**config.mk**
```make
export PLATFORM = sky130hd
export DESIGN_NAME = dual_dac_frontend
export DESIGN_NICKNAME = d
export VERILOG_FILES = /design/src/rtl/dacif_pkg.sv /design/src/rtl/sync_cell.sv /design/src/rtl/frame_rx.sv /design/src/rtl/chan_bank.sv /design/src/rtl/dual_dac_frontend.sv
export SDC_FILE = /design/constraint.sdc
export NUM_CORES = 1
export LEC_CHECK = 0
export ABC_AREA = 1
export CAP_MARGIN = 30
export CORE_AREA = 2 2 89 91
export CTS_CLUSTER_SIZE = 16
export DETAILED_ROUTE_END_ITERATION = 10
export DIE_AREA = 0 0 91 93
export HOLD_SLACK_MARGIN = 0.08
export PLACE_DENSITY = 0.85
export SETUP_SLACK_MARGIN = 0.1
export SLEW_MARGIN = 20
export SYNTH_ARGS = -nofsm -noshare
export SYNTH_HDL_FRONTEND = slang
export SYNTH_HIERARCHICAL = 1
export SYNTH_SLANG_ARGS = --single-unit
```
**constraint.sdc**
```tcl
create_clock -name clk -period 2.62 [get_ports clk]
set_input_delay 0.262 -clock clk [delete_from_list [all_inputs] [get_ports clk]]
set_output_delay 0.262 -clock clk [all_outputs]
set_load 0.01 [all_outputs]
```
**src/rtl/dacif_pkg.sv**
```systemverilog
package dacif_pkg;
   localparam int FRAME_BITS = 16;
   localparam int SEL_POS    = 15;
   localparam int RAW_CODE_W = 12;

   typedef struct packed {
      logic                  ref_buf;
      logic                  unity;
      logic                  active;
      logic [RAW_CODE_W-1:0] code;
   } chan_word_t;
endpackage

```
**src/rtl/sync_cell.sv**
```systemverilog
module sync_cell #(
   parameter int              WIDTH     = 1,
   parameter int              STAGES    = 2,
   parameter logic [WIDTH-1:0] RESET_VAL = '0
) (
   input  logic             clk,
   input  logic             rst_n,
   input  logic [WIDTH-1:0] d,
   output logic [WIDTH-1:0] q
);
   generate
      if (STAGES < 2) begin : g_bad_depth
         $error("sync_cell: STAGES must be at least 2");
      end
   endgenerate

   logic [WIDTH-1:0] pipe [STAGES];

   always_ff @(posedge clk or negedge rst_n) begin
      if (!rst_n) begin
         for (int s = 0; s < STAGES; s++) pipe[s] <= RESET_VAL;
      end else begin
         pipe[0] <= d;
         for (int s = 1; s < STAGES; s++) pipe[s] <= pipe[s-1];
      end
   end

   assign q = pipe[STAGES-1];
endmodule

```
**src/rtl/frame_rx.sv**
```systemverilog
module frame_rx #(
   parameter int NBITS = dacif_pkg::FRAME_BITS
) (
   input  logic             clk,
   input  logic             rst_n,
   input  logic             csn_s,
   input  logic             sck_s,
   input  logic             sdi_s,
   output logic             stb,
   output logic [NBITS-1:0] word
);
   localparam int CNT_W = $clog2(NBITS) + 1;
   localparam logic [CNT_W-1:0] CNT_MAX = '1;
   localparam logic [CNT_W-1:0] CNT_GOOD = CNT_W'(NBITS);

   generate
      if (NBITS < 2) begin : g_bad_len
         $error("frame_rx: NBITS too small");
      end
   endgenerate

   logic             sck_q, csn_q;
   logic [CNT_W-1:0] cnt;
   logic [NBITS-1:0] shreg;

   always_ff @(posedge clk or negedge rst_n) begin
      if (!rst_n) begin
         sck_q <= 1'b0;
         csn_q <= 1'b1;
         cnt   <= '0;
         shreg <= '0;
         stb   <= 1'b0;
         word  <= '0;
      end else begin
         sck_q <= sck_s;
         csn_q <= csn_s;
         stb   <= 1'b0;
         if (csn_s) begin
            cnt <= '0;
            if (!csn_q && cnt == CNT_GOOD) begin
               stb  <= 1'b1;
               word <= shreg;
            end
         end else if (sck_s && !sck_q) begin
            shreg <= {shreg[NBITS-2:0], sdi_s};
            if (cnt != CNT_MAX) cnt <= cnt + 1'b1;
         end
      end
   end

   // bit counter stays cleared while the select line is idle
   assert_idle_clear_R5: assert property (@(posedge clk) disable iff (!rst_n)
      (csn_s && csn_q) |-> (cnt == '0));
   // a frame is only committed once chip select has gone high
   assert_commit_deselect_R4: assert property (@(posedge clk) disable iff (!rst_n)
      stb |-> csn_s);
endmodule

```
**src/rtl/chan_bank.sv**
```systemverilog
module chan_bank
   import dacif_pkg::*;
#(
   parameter int CODE_W = 12
) (
   input  logic              clk,
   input  logic              rst_n,
   input  logic              load,
   input  chan_word_t        wr_word,
   input  logic              xfer,
   input  logic              hw_ok,
   output logic [CODE_W-1:0] code_o,
   output logic              gain2x_o,
   output logic              ref_buf_o,
   output logic              on_o
);
   localparam chan_word_t RST_WORD = '{ref_buf: 1'b0, unity: 1'b0, active: 1'b0, code: '0};

   chan_word_t in_q, out_q;

   always_ff @(posedge clk or negedge rst_n) begin
      if (!rst_n) begin
         in_q  <= RST_WORD;
         out_q <= RST_WORD;
         on_o  <= 1'b0;
      end else begin
         if (load) in_q  <= wr_word;
         if (xfer) out_q <= in_q;
         on_o <= out_q.active & hw_ok;
      end
   end

   assign code_o    = out_q.code[RAW_CODE_W-1 -: CODE_W];
   assign gain2x_o  = ~out_q.unity;
   assign ref_buf_o = out_q.ref_buf;

   // input stage only moves on a committed frame for this channel
   assert_input_hold_R4: assert property (@(posedge clk) disable iff (!rst_n)
      !load |=> $stable(in_q));
   // output stage only moves while the transfer is asserted
   assert_output_hold_R6: assert property (@(posedge clk) disable iff (!rst_n)
      !xfer |=> $stable(out_q));
   // hardware shutdown forces the enable low one cycle later
   assert_hw_off_R11: assert property (@(posedge clk) disable iff (!rst_n)
      !hw_ok |=> !on_o);
endmodule

```
**src/rtl/dual_dac_frontend.sv**
```systemverilog
module dual_dac_frontend
   import dacif_pkg::*;
#(
   parameter int CODE_W      = 12,
   parameter int SYNC_STAGES = 2
) (
   input  logic                clk,
   input  logic                rst_n,
   input  logic                spi_csn,
   input  logic                spi_sck,
   input  logic                spi_sdi,
   input  logic                latch_n,
   input  logic                hw_shdn_n,
   output logic [2*CODE_W-1:0] ch_code,
   output logic [1:0]          ch_gain2x,
   output logic [1:0]          ch_ref_buf,
   output logic [1:0]          ch_on
);
   localparam int NCH = 2;

   generate
      if (CODE_W != 8 && CODE_W != 10 && CODE_W != 12) begin : g_bad_code
         $error("dual_dac_frontend: CODE_W must be 8, 10 or 12");
      end
   endgenerate

   logic                  csn_s, sck_s, sdi_s, latch_n_s, hw_ok_s;
   logic                  stb;
   logic [FRAME_BITS-1:0] word;
   chan_word_t            wr_word;

   sync_cell #(.WIDTH(5), .STAGES(SYNC_STAGES), .RESET_VAL(5'b10011)) u_sync (
      .clk   (clk),
      .rst_n (rst_n),
      .d     ({spi_csn, spi_sck, spi_sdi, latch_n, hw_shdn_n}),
      .q     ({csn_s, sck_s, sdi_s, latch_n_s, hw_ok_s})
   );

   frame_rx #(.NBITS(FRAME_BITS)) u_rx (
      .clk   (clk),
      .rst_n (rst_n),
      .csn_s (csn_s),
      .sck_s (sck_s),
      .sdi_s (sdi_s),
      .stb   (stb),
      .word  (word)
   );

   assign wr_word = chan_word_t'(word[SEL_POS-1:0]);

   generate
      for (genvar i = 0; i < NCH; i++) begin : g_ch
         chan_bank #(.CODE_W(CODE_W)) u_bank (
            .clk       (clk),
            .rst_n     (rst_n),
            .load      (stb && (word[SEL_POS] == 1'(i))),
            .wr_word   (wr_word),
            .xfer      (!latch_n_s),
            .hw_ok     (hw_ok_s),
            .code_o    (ch_code[i*CODE_W +: CODE_W]),
            .gain2x_o  (ch_gain2x[i]),
            .ref_buf_o (ch_ref_buf[i]),
            .on_o      (ch_on[i])
         );
      end
   endgenerate

   // both channels share one transfer, so their codes never move apart while latch is high
   assert_joint_hold_R7: assert property (@(posedge clk) disable iff (!rst_n)
      latch_n_s |=> $stable(ch_code));
endmodule

```
==> results_dict.tcl, run 1 <==
set metrics [dict create \
    synth_cell_types 22 \
    path_delay_family "simple AND/OR/NAND/NOR gates" \
    setup_violations 0 \
    post_cts_buffers 0 \
    fin_nets 495 \
    drive_gt1_frac 0.0980 \
    layout_commonest_cell "nand2_1" \
    die-area_sq_um 8460 \
    yosysSeqAreaShare 0.615 \
    grt_start_max_net_pins 60 \
    cts_tree "built" \
    switching_share 0.230 \
    htreeDepth 3 \
    skew_ns 0.0131 \
    cp_cell_sequence "inv_1, ha_1, nand2_1, nor3_4, nand2_4, nand2_1, nand2_1" \
    start_util 0.608 \
    seqPwrFrac 0.613 \
    max_cap_violations 0 \
    hp-class "in -> reg" \
    required_ns 2.87 \
    r2r_end "u_rx/word[14]" \
    p_comb_frac 0.049 \
    power_leakage_nw 2.65 \
    critPathBufInv 1 \
    use_met2 0.325 \
    cp-start-kind "register" \
    r2r_slack_ns 0.88 \
    hold_depth 1 \
    dp_hpwl_mm 5.24 \
    cellInternalPower_w 0.00232 \
    die_h_microns 93 \
    hold_slack_ns 0.300 \
    hp-start "latch_n" \
    viasPerCell 4.94 \
    antennaDiodeCount 0 \
    gp_congestion 0.766 \
    root_buffer "clkbuf_8" \
    power_density_nw_per_um2 615 \
    crit_path_end_kind "register" \
    hold_violations 0 \
    fp.dieW_microns 91 \
    numClockSinks 112 \
    avgSynthCellArea_sq_um 9.53 \
    vias 2927 \
    synth.yosys.warnings 6 \
    routed_wl_mm 7.28 \
    p_sw_w 0.000694 \
    fmax_mhz 575 \
    syn_nets 490 \
    grt_use_total 0.194 \
    port-buffer-count 36 \
    gr-max-usage-layer "met2" \
    max-vdd-ir-drop_mv 0.355 \
    critPathKind "reg -> reg" \
    whs_endpoint "u_sync/pipe[6]" \
    worstSkewPairLatency_ns 0.36 \
    mostFrequentLayoutCells "nand2_1 (220), dfrtp_1 (105), clkdlybuf4s50_1 (35)" \
    antenna_found_initial 0 \
    rsz0062_at_grt "false" \
    synth_area_sq_um 4570 \
    fin_crit_sh 0.663 \
    cp_slowest_cell "nor3_4" \
    rows 32 \
    post_drt_wl_per_cell_microns 12.3 \
    drc_errors 0 \
    slew_viol_final 0 \
    fin_setup_tns_ns 0 \
    rr_worst_depth 7 \
    drt_iter0_markers 220 \
    core_sq_um 7530 \
    postRouteAntennaNets 0 \
    syn_inst 480 \
    crit_top_cell "nand2_1" \
    pwr-share-clk 0.337 \
    syn_to_final_growth_pct 7.33 \
    grt_pass1_vias 2906 \
    cts.clk_slew.worst_paths_ns 0.09 \
    ios 37 \
    cp_max_fo 17 \
    arrival_ns 1.99 \
    drtPass1Iterations 4 \
    r2r_start "u_rx/cnt[0]" \
    gr-total-overflow 0 \
    cp_slowest_stage_delay_ns 0.47 \
    use_met1 0.241 \
    cts_max_path_buffers 2 \
    numCtsBuffers 9 \
    grtUsageMet3 0.0395 \
    finalCriticalPeriod_ns 1.74 \
    ys_ff_latch 112 \
    worst_slew_pin_slew_ns 0.705 \
    status "completed" \
    slew_headroom 0.530 \
    grt_pass1_wl_mm 13.0 \
]
==> sequential cells by signal (all words and copies together), names as in the netlist <==
| register | flops |
|---|---|
| u_sync/q | 5 |
| u_rx/csn_q | 1 |
| g_ch.u_bank/code_o | 24 |
| u_rx/stb | 1 |
| u_rx/sck_q | 1 |
| u_rx/word | 16 |
| u_sync/pipe | 5 |
| g_ch.u_bank/on_o | 2 |
| g_ch.u_bank/in_q | 30 |
| u_rx/cnt | 5 |
| g_ch.u_bank/ref_buf_o | 2 |
| u_rx/shreg | 16 |
| g_ch.u_bank/out_q | 4 |
==> worst max path at each step <==
stage	startpoint	to	slack, ns	cells past startpoint
6_report	u_rx/cnt[0]	u_rx/word[14]	0.88	7
5_1_grt	u_rx/cnt[0]	u_rx/word[13]	0.71	7
2_1_floorplan	u_rx/cnt[0]	u_rx/cnt[2]	1.17	8
4_1_cts	u_rx/cnt[0]	u_rx/word[14]	0.89	7
3_3_place_gp	u_rx/cnt[0]	u_rx/word[9]	1.00	7
3_5_place_dp	u_rx/cnt[0]	u_rx/word[4]	0.91	7
==> through the flow <==
step                worst slack [ns]  instance area [sq um]  cells  total power [W]  utilization
detailed placement             0.910                   4700    575          0.00203        0.624
global placement                1.00                   4700    575          0.00202        0.624
finish                         0.882                   4910    592          0.00302        0.652
CTS                            0.888                   4910    592          0.00304        0.652
global route                   0.714                   4910    592          0.00316        0.652
floorplan                       1.17                   4570    480          0.00197            -
==> cell usage after synthesis (all sizes together) <==
library cell | count | area [sq um]
a21oi | 11 | 55.1
buf | 45 | 399
clkbuf | 2 | 7.51
dfrtp | 105 | 2630
dfstp | 7 | 184
ha | 3 | 37.5
inv | 25 | 109
nand2 | 233 | 912
nand3 | 21 | 105
nand3b | 1 | 7.51
nor2 | 17 | 68.8
nor3 | 1 | 16.3
o21ai | 9 | 45.0
==> area by class of cell <==
cell class	instances	area [sq um]
well taps	102	128
inverters	25	109
multi-input cells	296	1250
repair buffers	41	410
flip-flops and latches	112	2810
clock buffers	11	141
clock inverters	5	62.6
fillers	591	2620
==> logic make-up after synthesis <==
kind of cell	count (synthesis)	share of synthesized area
AO/OA/AOI/OAI	20	0.0219
adder cells (fa/ha/maj)	3	0.00821
buffers and inverters	72	0.113
flip-flops	112	0.615
AND/OR/NAND/NOR	273	0.243
==> worst register-to-register path: stages, from the launching register on <==
cell	delay, ns
dfrtp_1	0.43
inv_1	0.09
ha_1	0.15
nand2_1	0.08
nor3_4	0.47
nand2_4	0.24
nand2_1	0.13
nand2_1	0.05
==> power groups by stage <==
stage | Sequential [W] | Clock, W | Combinational [W]
after global placement | 0.00188 | 0 | 0.000139
after floorplan | 0.00187 | 0 | 0.000103
after detailed placement | 0.00188 | 0 | 0.000150
after global routing | 0.00186 | 0.00113 | 0.000173
final | 0.00185 | 0.00102 | 0.000149
after CTS | 0.00185 | 0.00104 | 0.000153
==> metal layers <==
metal  vias to the layer above  wire, microns
li1                       1451              -
met1                      1393           3140
met2                        67           3680
met3                        16            276
met4                         0            184
met5                         -              0
==> repair_timing <==
action | 4_1_cts | 5_1_grt
endpoints found under the hold margin | 51 | 0
hold buffers | 1 | 0
resized for setup | 0 | 0
No activity file was read; power rests on OpenSTA's default activity.
==> run 2, diff against run 1 <==
--- a/config.mk
+++ b/config.mk
@@ -7,12 +7,12 @@
 export LEC_CHECK = 0
 export ABC_AREA = 1
 export CAP_MARGIN = 30
-export CORE_AREA = 2 2 89 91
+export CORE_AREA = 2 2 93 95
 export CTS_CLUSTER_SIZE = 16
 export DETAILED_ROUTE_END_ITERATION = 10
-export DIE_AREA = 0 0 91 93
+export DIE_AREA = 0 0 95 97
 export HOLD_SLACK_MARGIN = 0.08
-export PLACE_DENSITY = 0.85
+export PLACE_DENSITY = 0.79
 export SETUP_SLACK_MARGIN = 0.1
 export SLEW_MARGIN = 20
 export SYNTH_ARGS = -nofsm -noshare
==> constraint.sdc (replaced) <==
create_clock -name clk -period 1.7 [get_ports clk]
set_input_delay 0.17 -clock clk [delete_from_list [all_inputs] [get_ports clk]]
set_output_delay 0.17 -clock clk [all_outputs]
set_load 0.01 [all_outputs]
==> run 2 against run 1 <==
First-iteration DRC count fell by 38%. Sequential cell count unchanged. Global-route usage is 1.9 points lower. Critical path depth fell by 5. Register-to-register slack got worse by 0.70 ns. Final cell count up 1.2%. Critical path type is now reg -> out. Routed wire length fell by 2.5%. Largest cell class unchanged. Hold slack lost 0.12 ns.
==> results_dict.tcl, run 2 (same netlist as run 1, synthesis figures left out) <==
set metrics [dict create \
    vias 2918 \
    top_register "g_ch.u_bank/in_q" \
    dp_hpwl_mm 4.81 \
    required_ns 1.53 \
    routed_wl_mm 7.10 \
    gp_congestion 0.781 \
    crit_path_end_kind "output pin" \
    drc_errors 0 \
    start_util 0.562 \
    finalCriticalPeriod_ns 1.52 \
    fin_crit_sh 0.893 \
    max-vdd-ir-drop_mv 0.505 \
    mostFrequentLayoutCells "nand2_1 (220), dfrtp_1 (105), clkdlybuf4s50_1 (35)" \
    worstSkewPairLatency_ns 0.38 \
    setup_violations 0 \
    largest_reg_flops 30 \
    cp_slowest_cell "clkdlybuf4s50_1" \
    max_cap_violations 0 \
    rows 33 \
    worst_slew_pin_slew_ns 0.586 \
    drtPass1Iterations 4 \
    post_cts_buffers 0 \
    cp-start-kind "register" \
    utilization 0.608 \
    slew_headroom 0.609 \
    rsz0062_at_grt "false" \
    grt_pass1_wl_mm 12.7 \
    fp.dieW_microns 95 \
    gr-total-overflow 0 \
    fin_setup_tns_ns 0 \
    root_buffer "clkbuf_8" \
    arrival_ns 1.35 \
    skew_ns 0.0129 \
    cts_max_path_buffers 2 \
    die_h_microns 97 \
    antenna_found_initial 0 \
    antennaDiodeCount 0 \
    power_leakage_nw 2.67 \
    port-buffer-count 36 \
    htreeDepth 3 \
    hold_violations 0 \
    viasPerCell 4.87 \
    fin_nets 499 \
    cp_cell_sequence "inv_1, clkdlybuf4s50_1" \
    status "completed" \
    drive_gt1_frac 0.109 \
    cts_tree "built" \
    layout_commonest_cell "nand2_1" \
    cp_slowest_stage_delay_ns 0.52 \
    cts.clk_slew.worst_paths_ns 0.11 \
    grt_start_max_net_pins 113 \
    die-area_sq_um 9220 \
    post_drt_wl_per_cell_microns 11.9 \
    syn_to_final_growth_pct 8.12 \
    cp_max_fo 2 \
    numClockSinks 112 \
    grt_pass1_vias 2790 \
    slew_viol_final 0 \
    hp-class "in -> reg" \
    grt_use_total 0.175 \
    critPathKind "reg -> out" \
    power_density_nw_per_um2 932 \
    ios 37 \
    numCtsBuffers 9 \
    postRouteAntennaNets 0 \
    core_sq_um 8130 \
    drt_iter0_markers 136 \
    fmax_mhz 658 \
]
==> run 2: power by group <==
part	switching (W)	internal (W)
registers	0.0000711	0.00278
clock network	0.000960	0.000576
logic	0.000153	0.0000732
==> run 2: final timing paths <==
check	cells after the start	to	slack, ns	start
worst max-delay path	2	ch_gain2x[0]	0.18	g_ch[0].u_bank/out_q[13]
worst max register to register	8	u_rx/cnt[2]	0.18	u_rx/cnt[0]
worst min-delay path	1	u_sync/pipe[9]	0.18	spi_csn
min in group asynchronous	3	g_ch[0].u_bank/code_o[0]	0.38	rst_n
max in group asynchronous	3	g_ch[1].u_bank/code_o[11]	0.86	rst_n
worst min register to register	0	u_sync/q[2]	0.36	u_sync/pipe[7]
==> run 2: through the flow <==
| stage | setup slack (ns) | hold WS (ns) | instance area, sq um | power (W) | cells |
|---|---|---|---|---|---|
| finish | 0.181 | 0.180 | 4950 | 0.00461 | 599 |
| global route | 0.110 | 0.169 | 4950 | 0.00481 | 599 |
| CTS | 0.119 | 0.168 | 4940 | 0.00466 | 599 |
| detailed placement | 0.0194 | 0.293 | 4730 | 0.00313 | 582 |
| global placement | 0.184 | 0.291 | 4730 | 0.00311 | 582 |
| floorplan | 0.252 | -0.126 | 4570 | 0.00304 | 480 |
==> run 2: what timing repair did <==
action	4_1_cts	5_1_grt
pin swaps	0	1
endpoints found under the setup margin	4	4
hold buffers	1	0
hold endpoints to repair	105	0
gates resized for setup	1	1
==> run 2: final cells by class <==
cell class	count	area, sq um
repair buffers	45	440
well taps	105	131
inverters	25	109
multi-input cells	296	1250
fillers	681	3190
clock buffers	9	124
clock inverters	7	75.1
flip-flops and latches	112	2810
==> run 2: per-layer routing <==
metal | GRT usage | share of wire | vias to the layer above
met2 | 0.277 | 0.48 | 68
met1 | 0.233 | 0.46 | 1385
met5 | 0 | 0 | -
li1 | - | - | 1454
met4 | 0.0870 | 0.020 | 0
met3 | 0.0312 | 0.045 | 11
==> run 2: critical path, delay by kind of cell (launching register included) <==
kind	cells	cell delay [ns]
buffers and inverters	2	0.57
DFF	1	0.40
==> run 3, diff against run 2 <==
--- a/config.mk
+++ b/config.mk
@@ -19,3 +19,4 @@
 export SYNTH_HDL_FRONTEND = slang
 export SYNTH_HIERARCHICAL = 1
 export SYNTH_SLANG_ARGS = --single-unit
+export TNS_END_PERCENT = 1
==> results of run 3 <==
The final DEF is identical to that of run 2; final timing and power are the same.
